==> src/rtl/sgi_pkg.sv <==
package sgi_pkg;

  typedef enum logic [1:0] {
    FLT_LIST    = 2'd0,
    FLT_ENABLED = 2'd1,
    FLT_SELF    = 2'd2,
    FLT_RSVD    = 2'd3
  } sgi_filter_e;

endpackage

==> src/rtl/sgi_rst_sync.sv <==
module sgi_rst_sync (
  input  logic clk,
  input  logic rst_n,
  output logic rst_sync_n
);

  logic [1:0] stage_q;

  always_ff @(posedge clk or negedge rst_n) begin
    if (!rst_n) begin
      stage_q <= 2'b00;
    end else begin
      stage_q <= {stage_q[0], 1'b1};
    end
  end

  assign rst_sync_n = stage_q[1];

endmodule

==> src/rtl/sgi_cpu_enable.sv <==
module sgi_cpu_enable #(
  parameter int NCPU = 8
) (
  input  logic [2*NCPU-1:0] grp_en_i,
  output logic [NCPU-1:0]   if_en_o
);

  for (genvar c = 0; c < NCPU; c++) begin : g_cpu
    assign if_en_o[c] = grp_en_i[2*c] | grp_en_i[2*c+1];
  end

endmodule

==> src/rtl/sgi_target_resolve.sv <==
module sgi_target_resolve
  import sgi_pkg::*;
#(
  parameter int NCPU  = 8,
  localparam int SRC_W = $clog2(NCPU)
) (
  input  logic [1:0]       filter_i,
  input  logic [NCPU-1:0]  list_i,
  input  logic [SRC_W-1:0] src_i,
  input  logic [NCPU-1:0]  if_en_i,
  output logic [NCPU-1:0]  accept_o
);

  sgi_filter_e     mode;
  logic [NCPU-1:0] self_mask;
  logic [NCPU-1:0] cand;

  assign mode = sgi_filter_e'(filter_i);

  always_comb begin
    for (int i = 0; i < NCPU; i++) begin
      self_mask[i] = (src_i == SRC_W'(i));
    end
  end

  always_comb begin
    case (mode)
      FLT_LIST:    cand = list_i;
      FLT_ENABLED: cand = if_en_i;
      FLT_SELF:    cand = self_mask;
      default:     cand = '0;
    endcase
  end

  assign accept_o = cand & if_en_i;

endmodule

==> src/rtl/sgi_pend_entry.sv <==
module sgi_pend_entry #(
  parameter int W = 64
) (
  input  logic         clk,
  input  logic         rst_n,
  input  logic [W-1:0] set_i,
  input  logic [W-1:0] clr_i,
  output logic [W-1:0] pend_o
);

  logic [W-1:0] pend_q;
  logic [W-1:0] pend_d;
  logic         pend_en;

  always_comb begin
    pend_en = (|set_i) | (|clr_i);
    pend_d  = (pend_q & ~clr_i) | set_i;
  end

  always_ff @(posedge clk or negedge rst_n) begin
    if (!rst_n) begin
      pend_q <= '0;
    end else if (pend_en) begin
      pend_q <= pend_d;
    end
  end

  assign pend_o = pend_q;

endmodule

==> src/rtl/sgi_dispatch.sv <==
module sgi_dispatch #(
  parameter int NCPU   = 8,
  parameter int NUM_ID = 16,
  localparam int SRC_W  = $clog2(NCPU),
  localparam int ID_W   = $clog2(NUM_ID),
  localparam int ENT_W  = NCPU * NCPU,
  localparam int PEND_W = NUM_ID * ENT_W
) (
  input  logic              clk,
  input  logic              rst_n,
  input  logic              wr_valid,
  input  logic [SRC_W-1:0]  wr_src,
  input  logic [ID_W-1:0]   wr_id,
  input  logic [NCPU-1:0]   wr_list,
  input  logic [1:0]        wr_filter,
  input  logic [2*NCPU-1:0] grp_en,
  input  logic              clr_valid,
  input  logic [ID_W-1:0]   clr_id,
  input  logic [SRC_W-1:0]  clr_src,
  input  logic [SRC_W-1:0]  clr_tgt,
  output logic [PEND_W-1:0] pend,
  output logic              upd_req
);

  logic            rst_i_n;
  logic [NCPU-1:0] if_en;
  logic [NCPU-1:0] accept;
  logic [ENT_W-1:0] row_set;
  logic [ENT_W-1:0] row_clr;
  logic            upd_d;
  logic            upd_q;

  sgi_rst_sync u_rst (
    .clk        (clk),
    .rst_n      (rst_n),
    .rst_sync_n (rst_i_n)
  );

  sgi_cpu_enable #(.NCPU(NCPU)) u_en (
    .grp_en_i (grp_en),
    .if_en_o  (if_en)
  );

  sgi_target_resolve #(.NCPU(NCPU)) u_res (
    .filter_i (wr_filter),
    .list_i   (wr_list),
    .src_i    (wr_src),
    .if_en_i  (if_en),
    .accept_o (accept)
  );

  // Place accepted targets in the row of the requesting source, and
  // decode the single bit named by the clear port.
  always_comb begin
    for (int s = 0; s < NCPU; s++) begin
      for (int t = 0; t < NCPU; t++) begin
        row_set[s*NCPU+t] = wr_valid && (wr_src == SRC_W'(s)) && accept[t];
        row_clr[s*NCPU+t] = clr_valid && (clr_src == SRC_W'(s)) &&
                            (clr_tgt == SRC_W'(t));
      end
    end
  end

  for (genvar i = 0; i < NUM_ID; i++) begin : g_id
    logic [ENT_W-1:0] set_i;
    logic [ENT_W-1:0] clr_i;

    assign set_i = (wr_id  == ID_W'(i)) ? row_set : '0;
    assign clr_i = (clr_id == ID_W'(i)) ? row_clr : '0;

    sgi_pend_entry #(.W(ENT_W)) u_ent (
      .clk    (clk),
      .rst_n  (rst_i_n),
      .set_i  (set_i),
      .clr_i  (clr_i),
      .pend_o (pend[i*ENT_W +: ENT_W])
    );
  end

  always_comb begin
    upd_d = wr_valid && (|accept);
  end

  always_ff @(posedge clk or negedge rst_i_n) begin
    if (!rst_i_n) begin
      upd_q <= 1'b0;
    end else begin
      upd_q <= upd_d;
    end
  end

  assign upd_req = upd_q;

endmodule

==> config.mk <==
export PLATFORM = sky130hd
export DESIGN_NAME = sgi_dispatch
export DESIGN_NICKNAME = d
export VERILOG_FILES = /design/src/rtl/sgi_pkg.sv /design/src/rtl/sgi_rst_sync.sv /design/src/rtl/sgi_cpu_enable.sv /design/src/rtl/sgi_target_resolve.sv /design/src/rtl/sgi_pend_entry.sv /design/src/rtl/sgi_dispatch.sv
export SDC_FILE = /design/constraint.sdc
export NUM_CORES = 2
export LEC_CHECK = 0
export BUFFER_PORTS_ARGS = -buffer_cell sky130_fd_sc_hd__buf_2
export CORE_AREA = 2 2 415 417
export DETAILED_ROUTE_END_ITERATION = 6
export DIE_AREA = 0 0 417 419
export GPL_TIMING_DRIVEN = 0
export SYNTH_ARGS = -nofsm -noshare
export SYNTH_HDL_FRONTEND = slang
export SYNTH_SLANG_ARGS = --single-unit
==> constraint.sdc <==
create_clock -name clk -period 36.4 [get_ports clk]
set_input_delay 7.28 -clock clk [delete_from_list [all_inputs] [get_ports clk]]
set_output_delay 7.28 -clock clk [all_outputs]
set_load 0.02 [all_outputs]
==> results.txt <==
Starting Density: 22.6%
GRT overflow: 0
final-report hold violation count: 0
LEAKAGE: 25.1 nW
WP buf/inv: 5
fraction of layout cells with a size suffix above 1: 27.0%
status: complete, no violations
cell mode on critical path: clkbuf_1
die area: 175000 um^2
worst-skew pair later-pin latency: 0.78 ns
DR vias: 38.7k
clk_skew: 0.0346 ns
Startpoint Class: input port
CP Launch Point: wr_filter[0]
Setup Buffers After CTS: 0
endpoints failing setup: 0
Arrival @ worst endpoint: 10.53 ns
clock-pin slew on the worst setup and hold paths: 0.06 ns
TritonCTS buffer count: 113
final core utilization: 30.3%
CTS tree: yes
share of the synthesized area in the top cell type: 66.8%
routability cong.: 0.907
Die Ht: 419 um
CTS root buf: clkbuf_16
top cells by area, synth: dfrtp_1, o21ai_0, clkbuf_1
worst slack, placed: 25.79 ns
critical path depth: 9
worst slew pin tran: 1.46 ns
Final nets: 4936
post-route setup TNS: 0 ns
Yosys top cell by area: dfrtp_1
commonest non-fill, non-tap cell in the layout: o21ai_0
RR Endpoint: g_id[0].u_ent.pend_o[12]
clk sinks: 1027
post-CTS sizing: 0
first-pass GRT wire length: 318000 um
Final ANT Viol Nets: 0
DRC Markers: 0
Slew Viols, Final: 0
period utilisation layout: 27.2%
Synth Register Bits: 1027
syn_area_per_cell: 10.5 um^2
CP endpoint kind: flip-flop
largest net degree at the start of global routing: 72
CP delay by family, top: buffers and inverters
Hold Crit Class: reg2reg
Critical R2R Launch: u_rst.stage_q[1]
Max-Cap Viols: 0
unrepaired setup endpoints after global routing: false
crit path to: g_id[9].u_ent.pend_o[13]
worst hold slack: 0.354 ns
R2R Setup Slk: 33.58 ns
DR vias/cell: 5.35
Rel. slew slack: 2.64%
Clock Tree Buf Depth: 3
Syn Inst Count: 3659
antenna violations before repair: 48
Cell Chain, Critical Path: buf_2, clkbuf_1, and2_1, clkbuf_1, a2111oi_4, buf_8, nand2_1, clkbuf_1, o21ai_0
Core ar.: 171000 um^2
layout overhead on the synthesized area: 34.4%
Post-Route WL: 241000 um
DP HPWL: 183000 um
htree depth: 3
Crit Path Class: in2reg
worst reg2reg path depth: 5
PwrDens: 54.0 nW/um^2
hold_buf cts: 0
Overall Global Routing Usage: 26.6%
IO Pins: 1072
synth warn: 0
Peak VDD IR: 0.0407 mV
unique cell type count in the Yosys netlist: 28
site row count: 152
Seq/Total Area, Yosys: 66.8%
Final min period: 9.92 ns
CP max FO: 10
most frequent cells in the layout: o21ai_0, buf_2, dfrtp_1
CP Data Required Time: 37.02 ns
vias in the first global route: 36.0k
slowest stage delay, CP: 0.75 ns
synthesized area: 38500 um^2
PortBufs: 1061
Critical-path top delay cell: clkbuf_1
initial DRC count: 4701
setup ws final: 26.48 ns
syn_nets: 3706
Max Clock Freq: 101 MHz
routed length per instance: 33.3 um
width of the die: 417 um
drt pass-1 iters: 6
[how the worst min path moves through the flow]
| stage | startpoint | end | slack [ns] | cells past startpoint |
|---|---|---|---|---|
| final | u_rst.stage_q[0] | u_rst.stage_q[1] | 0.35 | 0 |
| after global routing | u_rst.stage_q[0] | u_rst.stage_q[1] | 0.36 | 0 |
| after CTS | u_rst.stage_q[0] | u_rst.stage_q[1] | 0.35 | 0 |
| after detailed placement | u_rst.stage_q[0] | u_rst.stage_q[1] | 0.34 | 0 |
| after global placement | u_rst.stage_q[0] | u_rst.stage_q[1] | 0.34 | 0 |
| after floorplan | u_rst.stage_q[0] | u_rst.stage_q[1] | 0.33 | 0 |
[metal layers]
layer / share of wire [%] / global-route usage [%] / up-vias
met5: 0.047 / 0 / -
met4: 6.6 / 14.4 / 18
met2: 46 / 42.4 / 2499
met3: 9.7 / 8.08 / 567
met1: 38 / 32.1 / 20100
li1: - / - / 15500
[cell usage after synthesis]
| library cell | n |
|---|---|
| o21ai_0 | 2048 |
| dfrtp_1 | 1027 |
| clkbuf_1 | 345 |
| nand2_1 | 148 |
| nor2_1 | 18 |
| nand3_1 | 12 |
| nor3_1 | 11 |
| nor2b_1 | 8 |
| a2111oi_2 | 4 |
| a2111oi_4 | 4 |
| and3b_1 | 3 |
| and4b_1 | 3 |
| nand2b_1 | 3 |
| nand4bb_1 | 3 |
| nor3b_1 | 3 |
| nor4bb_1 | 3 |
| or4b_2 | 3 |
| nand4_1 | 2 |
| nor4_1 | 2 |
| a21boi_0 | 1 |
| and2_1 | 1 |
| and3_1 | 1 |
| and4_1 | 1 |
| buf_2 | 1 |
| conb_1 | 1 |
| nand4b_1 | 1 |
| nor4b_1 | 1 |
| or4_1 | 1 |
[layout make-up]
type                    count  area [um^2]
diodes                     15         37.5
clock inverters            47          594
multi-input cells        2286        11600
fillers                 17900       119000
flip-flops and latches   1027        25700
repair buffers           1115         6340
clock buffers             162         3310
plain buffers             346         1310
well taps                2233         2790
[stage by stage]
stage          total power, W  instance area, um^2  std cells
2_1_floorplan         0.00141                38500       3659
3_3_place_gp          0.00158                46600       6953
3_5_place_dp          0.00159                47800       7007
4_1_cts               0.00281                51700       7216
5_1_grt               0.00288                51700       7219
6_report              0.00280                51700       7231
[logic make-up after synthesis]
group | share of synthesized area [%]
compound gates | 27.1
flops | 66.8
buf+inv | 3.38
simple gates | 2.73
other cells | 0.00974
[worst reg2reg max path: stages, from the launching register on]
cell and delay, ns:
dfrtp_4 0.97, buf_16 0.35, buf_16 0.37, buf_16 0.38, buf_16 0.41, buf_16 0.39
[flip-flops by register name, summed over array words and instances (netlist names)]
signal / count
g_id.u_ent.pend_o: 1024
u_rst.stage_q: 2
upd_req: 1
[power breakdown]
part | leakage (nW) | internal, W | switching, W
logic | 9.00 | 0.0000819 | 0.000249
clock network | 1.93 | 0.000705 | 0.000519
registers | 14.1 | 0.00120 | 0.0000366
No activity file was read; power rests on OpenSTA's default activity.
